$ cat config.mk
export PLATFORM = sky130hd
export DESIGN_NAME = spi_irq_events
export DESIGN_NICKNAME = d
export VERILOG_FILES = /design/src/rtl/spi_evt_pkg.sv /design/src/rtl/spi_tx_event.sv /design/src/rtl/spi_rx_event.sv /design/src/rtl/spi_err_detect.sv /design/src/rtl/spi_sticky.sv /design/src/rtl/spi_irq_events.sv
export SDC_FILE = /design/constraint.sdc
export NUM_CORES = 1
export LEC_CHECK = 0
export BUFFER_PORTS_ARGS = -buffer_cell sky130_fd_sc_hd__buf_2
export CORE_AREA = 5 5 42 44
export DETAILED_ROUTE_END_ITERATION = 7
export DIE_AREA = 0 0 47 49
export HOLD_SLACK_MARGIN = 0.15
export PLACE_DENSITY = 0.53
export SLEW_MARGIN = 10
export SYNTH_ARGS = -nofsm -noshare
export SYNTH_HDL_FRONTEND = slang
export SYNTH_SLANG_ARGS = --single-unit
export TNS_END_PERCENT = 10
$ cat constraint.sdc
create_clock -name clk -period 1.3 [get_ports clk]
set_input_delay 0.26 -clock clk [delete_from_list [all_inputs] [get_ports clk]]
set_output_delay 0.26 -clock clk [all_outputs]
set_load 0.02 [all_outputs]
$ cat src/rtl/spi_evt_pkg.sv
package spi_evt_pkg;

    typedef enum logic [1:0] {
        TXS_DONE  = 2'b00,
        TXS_EMPTY = 2'b01,
        TXS_HALF  = 2'b10,
        TXS_ROOM  = 2'b11
    } tx_sel_e;

    typedef enum logic [1:0] {
        RXS_DRAINED = 2'b00,
        RXS_ANY     = 2'b01,
        RXS_HALF    = 2'b10,
        RXS_FULL    = 2'b11
    } rx_sel_e;

    typedef struct packed {
        logic frame;
        logic underrun;
        logic overflow;
    } err_why_t;

    localparam int unsigned WHY_W = $bits(err_why_t);

    function automatic logic reaches_half(input int unsigned amount, input int unsigned depth);
        return (amount << 1) >= depth;
    endfunction

    function automatic logic power_of_two(input int unsigned value);
        return (value != 0) && ((value & (value - 1)) == 0);
    endfunction

endpackage

$ cat src/rtl/spi_tx_event.sv
module spi_tx_event
    import spi_evt_pkg::*;
#(
    parameter int unsigned DEPTH = 8,
    localparam int unsigned CW = $clog2(DEPTH) + 1
) (
    input  tx_sel_e         sel,
    input  logic [CW-1:0]   count,
    input  logic            shift_done,
    output logic            event_o
);
    logic [CW-1:0] free_slots;
    logic          has_room;
    logic          half_free;
    logic          drained;

    always_comb begin
        free_slots = CW'(DEPTH) - count;
        has_room   = count != CW'(DEPTH);
        half_free  = reaches_half(32'(free_slots), DEPTH);
        drained    = count == '0;
        unique case (sel)
            TXS_ROOM:  event_o = has_room;
            TXS_HALF:  event_o = half_free;
            TXS_EMPTY: event_o = drained;
            default:   event_o = drained && shift_done;
        endcase
    end
endmodule

$ cat src/rtl/spi_rx_event.sv
module spi_rx_event
    import spi_evt_pkg::*;
#(
    parameter int unsigned DEPTH = 8,
    localparam int unsigned CW = $clog2(DEPTH) + 1
) (
    input  rx_sel_e         sel,
    input  logic [CW-1:0]   count,
    input  logic            rd_strobe,
    output logic            event_o
);
    logic is_full;
    logic half_full;
    logic non_empty;
    logic last_read;

    always_comb begin
        is_full   = count == CW'(DEPTH);
        half_full = reaches_half(32'(count), DEPTH);
        non_empty = count != '0;
        last_read = rd_strobe && (count == CW'(1));
        unique case (sel)
            RXS_FULL:  event_o = is_full;
            RXS_HALF:  event_o = half_full;
            RXS_ANY:   event_o = non_empty;
            default:   event_o = last_read;
        endcase
    end
endmodule

$ cat src/rtl/spi_err_detect.sv
module spi_err_detect
    import spi_evt_pkg::*;
#(
    parameter int unsigned DEPTH = 8,
    localparam int unsigned CW = $clog2(DEPTH) + 1
) (
    input  logic [CW-1:0]   tx_count,
    input  logic [CW-1:0]   rx_count,
    input  logic            tx_pop,
    input  logic            rx_push,
    input  logic            frame_err,
    output logic            tx_rd_en,
    output logic            rx_wr_en,
    output err_why_t        cause
);
    logic tx_dry;
    logic rx_brim;

    always_comb begin
        tx_dry         = tx_count == '0;
        rx_brim        = rx_count == CW'(DEPTH);
        cause.overflow = rx_push && rx_brim;
        cause.underrun = tx_pop && tx_dry;
        cause.frame    = frame_err;
        tx_rd_en       = tx_pop && !tx_dry;
        rx_wr_en       = rx_push && !rx_brim;
    end
endmodule

$ cat src/rtl/spi_sticky.sv
module spi_sticky #(
    parameter int unsigned W = 1
) (
    input  logic         clk,
    input  logic         rst,
    input  logic [W-1:0] set,
    input  logic         clr,
    output logic [W-1:0] q
);
    always_ff @(posedge clk) begin
        if (rst) begin
            q <= '0;
        end else begin
            q <= (q & ~{W{clr}}) | set;
        end
    end

    AST_STICKY_HOLD: assert property (@(posedge clk) disable iff (rst)
        !clr |=> ((q & $past(q)) == $past(q)));
    AST_SET_WINS: assert property (@(posedge clk) disable iff (rst)
        (|set) |=> ((q & $past(set)) == $past(set)));
endmodule

$ cat src/rtl/spi_irq_events.sv
module spi_irq_events
    import spi_evt_pkg::*;
#(
    parameter int unsigned DEPTH = 8,
    localparam int unsigned CW = $clog2(DEPTH) + 1
) (
    input  logic            clk,
    input  logic            rst,
    input  logic [1:0]      tx_mode,
    input  logic [1:0]      rx_mode,
    input  logic [CW-1:0]   tx_count,
    input  logic [CW-1:0]   rx_count,
    input  logic            tx_pop,
    input  logic            rx_push,
    input  logic            rx_pop,
    input  logic            shift_done,
    input  logic            frame_err,
    input  logic            clr_tx,
    input  logic            clr_rx,
    input  logic            clr_err,
    output logic            tx_rd_en,
    output logic            rx_wr_en,
    output logic            tx_flag,
    output logic            rx_flag,
    output logic            err_flag,
    output logic [2:0]      err_why
);
    localparam int unsigned NUM_DIR = 2;

    initial begin
        if (!power_of_two(DEPTH) || DEPTH < 2) begin
            $error("DEPTH must be a power of two, at least 2");
        end
    end

    logic           tx_ev;
    logic           rx_ev;
    err_why_t       cause_now;
    logic [WHY_W-1:0] why_q;
    logic [NUM_DIR-1:0] dir_set;
    logic [NUM_DIR-1:0] dir_clr;
    logic [NUM_DIR-1:0] dir_q;

    spi_tx_event #(.DEPTH(DEPTH)) u_tx_ev (
        .sel        (tx_sel_e'(tx_mode)),
        .count      (tx_count),
        .shift_done (shift_done),
        .event_o    (tx_ev)
    );

    spi_rx_event #(.DEPTH(DEPTH)) u_rx_ev (
        .sel       (rx_sel_e'(rx_mode)),
        .count     (rx_count),
        .rd_strobe (rx_pop),
        .event_o   (rx_ev)
    );

    spi_err_detect #(.DEPTH(DEPTH)) u_err (
        .tx_count  (tx_count),
        .rx_count  (rx_count),
        .tx_pop    (tx_pop),
        .rx_push   (rx_push),
        .frame_err (frame_err),
        .tx_rd_en  (tx_rd_en),
        .rx_wr_en  (rx_wr_en),
        .cause     (cause_now)
    );

    assign dir_set = {rx_ev, tx_ev};
    assign dir_clr = {clr_rx, clr_tx};

    for (genvar d = 0; d < NUM_DIR; d++) begin : g_dir
        spi_sticky #(.W(1)) u_flag (
            .clk (clk),
            .rst (rst),
            .set (dir_set[d]),
            .clr (dir_clr[d]),
            .q   (dir_q[d])
        );
    end

    spi_sticky #(.W(WHY_W)) u_why (
        .clk (clk),
        .rst (rst),
        .set (cause_now),
        .clr (clr_err),
        .q   (why_q)
    );

    assign tx_flag  = dir_q[0];
    assign rx_flag  = dir_q[1];
    assign err_why  = why_q;
    assign err_flag = |why_q;

    AST_OVF_DROP: assert property (@(posedge clk) disable iff (rst)
        (rx_push && rx_count == CW'(DEPTH)) |-> !rx_wr_en);
    AST_OVF_FLAG: assert property (@(posedge clk) disable iff (rst)
        (rx_push && rx_count == CW'(DEPTH)) |=> (err_flag && err_why[0]));
    AST_UNDERRUN_FLAG: assert property (@(posedge clk) disable iff (rst)
        (tx_pop && tx_count == '0) |=> (err_flag && err_why[1] && !$past(tx_rd_en)));
    AST_FRAME_FLAG: assert property (@(posedge clk) disable iff (rst)
        frame_err |=> err_why[2]);
    AST_TX_EMPTY_MODE: assert property (@(posedge clk) disable iff (rst)
        (tx_mode == 2'b01 && tx_count == '0) |=> tx_flag);
    AST_RX_FULL_MODE: assert property (@(posedge clk) disable iff (rst)
        (rx_mode == 2'b11 && rx_count == CW'(DEPTH)) |=> rx_flag);
    AST_TX_CLEARABLE: assert property (@(posedge clk) disable iff (rst)
        (clr_tx && tx_mode == 2'b00 && !shift_done) |=> !tx_flag);
endmodule

==> results.cfg <==
[flow_run]
max_cap_violations = 0

[drt]
drcViolationCount = 0
drtPass1Iterations = 2
via_count = 397
ant_nets = 0
viasPerCell = 4.616
first_iter_violations = 4
wirelength_um = 909
avgRoutedWirePerCell_um = 10.57

[die]
ioPinCount = 30
die_w_um = 47
core_area_um2 = 1401
rows = 14
start_util = 0.2080
die_y_um = 49
fp.dieArea_um2 = 2303

[layout]
fin_util = 0.3804
n_antenna_cell = 0
drive_gt1_frac = 0.6000
syn2layout_area_growth_pct = 82.83
fill_cells = 157
nNetsFinal = 93

[setup_path]
path_class = reg -> out
cp.required_ps = 1040
rr_startpoint = u_why.q[2]$_SDFF_PP0_
worst_r2r_endpoint = u_why.q[2]$_SDFF_PP0_
critPathArrivalTime_ps = 1070
path_max_fanout = 2
reg2regPathDepth = 3
end_kind = output port
startpoint_type = flop
cp-startpoint = u_why.q[2]$_SDFF_PP0_
r2r_slack_ps = 560

[yosys]
ys_seq_area_frac = 0.3433
syn_inst = 34
synth.ff_latch_count = 5
syn_area_um2 = 291.5
yosysWarningCount = 0
ys_types = 19
syn_avg_cell_area_um2 = 8.574
syn-num-nets = 56

[timing]
worstMarginPinSlew_ps = 238.8
max_slew_margin = 0.8394
fin_ws_ps = -32.49
fmax_mhz = 750.5
hold_viol = 0
maxSlewViolCount = 0
rsz0062_at_grt = true
min_period_ps = 1332
clock_skew_ps = 0
setup_viol = 1
fin_crit_sh = 1.025

[run_status]
violations = setup timing
status = complete, but fails checks

[clock_network]
clk_latency_ps = 230
root_buffer = clkbuf_4
h-tree-depth = 1
cts_tree = done
cts_sinks = 5
cts_buffer_depth = 2
cts_buffers = 3
clkTransAtPathRegs_ps = 40

[global_routing]
top_usage_layer = met2
grt_usage = 0.08175
use_met3 = 0.03690
antenna_found_initial = 0
grt_max_degree = 6
use_met1 = 0.1035
grt.met2_usage = 0.1131
grt_pass1_vias = 379
grt_pass1_wl_um = 1407
overflow = 0

[worst_hold_path]
hold_path.startpoint = frame_err
worstHoldPathCells = 3
whs_endpoint = u_why.q[2]$_SDFF_PP0_
hold_class = in -> reg

[placed_design]
dp.final_hpwl_um = 737.6
gp_congestion = 0.7407
portBuffers = 29

[pwr]
powerDensity_nw_per_um2 = 876.6
p_leak_nw = 0.2580
power_uw = 467.3
worst_ir_drop_vdd_v = 0.0004156
[sequential cells by signal, indices dropped and copies added (netlist names)]
name,count
u_why.q,3
g_dir.u_flag.q,2
[metal layers]
| layer | part of all wire | up-vias | routed length [µm] |
|---|---|---|---|
| met1 | 0.42 | 180 | 378 |
| met5 | 0 | - | 0 |
| li1 | - | 203 | - |
| met4 | 0 | 0 | 0 |
| met2 | 0.50 | 14 | 457 |
| met3 | 0.080 | 0 | 73 |
[cell usage after synthesis (all sizes together)]
master / count / share of area
a21boi: 1 / 0.026
nand4b: 1 / 0.030
or4: 1 / 0.026
nor2: 5 / 0.064
o211ai: 2 / 0.086
o21ba: 1 / 0.034
nor2b: 2 / 0.043
a22oi: 1 / 0.026
a21oi: 3 / 0.051
a32oi: 1 / 0.030
nor4: 2 / 0.043
or3b: 1 / 0.030
o32a: 1 / 0.034
or4b: 1 / 0.034
dfxtp: 5 / 0.34
nor3: 1 / 0.017
or3: 1 / 0.021
inv: 3 / 0.039
a31oi: 1 / 0.021
[through the flow]
stage               hold slack (ps)  cells  cell area [µm²]  setup slack (ps)  TNS [ps]
finish                        240.1     86            533.0            -32.49    -32.49
global route                  244.7     86            533.0            -59.09    -59.09
CTS                           229.6     86            519.2            -28.98    -28.98
detailed placement            487.2     81            471.7           -0.7234   -0.7234
global placement              472.0     81            471.7             28.84         0
floorplan                     329.1     34            291.5             194.3         0
[cell usage in the layout, fill, tap and decap left out, drive strengths merged]
master and count:
buf 32, nor2 5, dfxtp 5, clkbuf 4
inv 3, a21oi 3, nor2b 2, o211ai 2
nor4 2, nor3 1, a21boi 1, a22oi 1
a32oi 1, o21ba 1, or3b 1, or4b 1
nand4b 1, o32a 1, or4 1, a31oi 1
or3 1
[cell type report]
cell class,instances,area (µm²),share of cell area
Sequential cell,5,101.3,0.1901
Timing Repair Buffer,32,173.9,0.3263
Clock buffer,4,26.28,0.04930
Tap cell,16,20.02,0.03756
Inverter,3,11.26,0.02113
Multi-Input combinational cell,26,200.2,0.3756
[worst max-delay path, stage by stage (launching register included)]
cell     delay [ps]
dfxtp_2         320
or3_4           380
buf_6           140
[power breakdown]
part,internal (mW),switching (mW),leakage (nW)
Combinational,0.0629,0.0617,0.202
Clock,0.116,0.0601,0.0150
Sequential,0.162,0.00433,0.0414
Total,0.341,0.126,0.258
[kinds of logic after synthesis]
kind of cell / synth area share
AND/OR/NAND/NOR: 0.3090
AO/OA/AOI/OAI: 0.3090
flip-flops: 0.3434
buffers and inverters: 0.03862
[how the worst max path moves through the flow]
stage	slack, ps	cells past startpoint	end
floorplan	190	2	rx_wr_en
global placement	30	5	tx_rd_en
detailed placement	-0.7	5	tx_rd_en
CTS	-30	2	err_flag
global route	-60	2	err_flag
finish	-30	2	err_flag
[repair_timing]
action                                 4_1_cts  5_1_grt
hold buffers                                 0        0
setup buffers                                1        0
resized for setup                            4        2
setup endpoints to repair                    2        2
endpoints found under the hold margin        0        0
pin swaps                                    1        0
No activity file was read; power rests on OpenSTA's default activity.
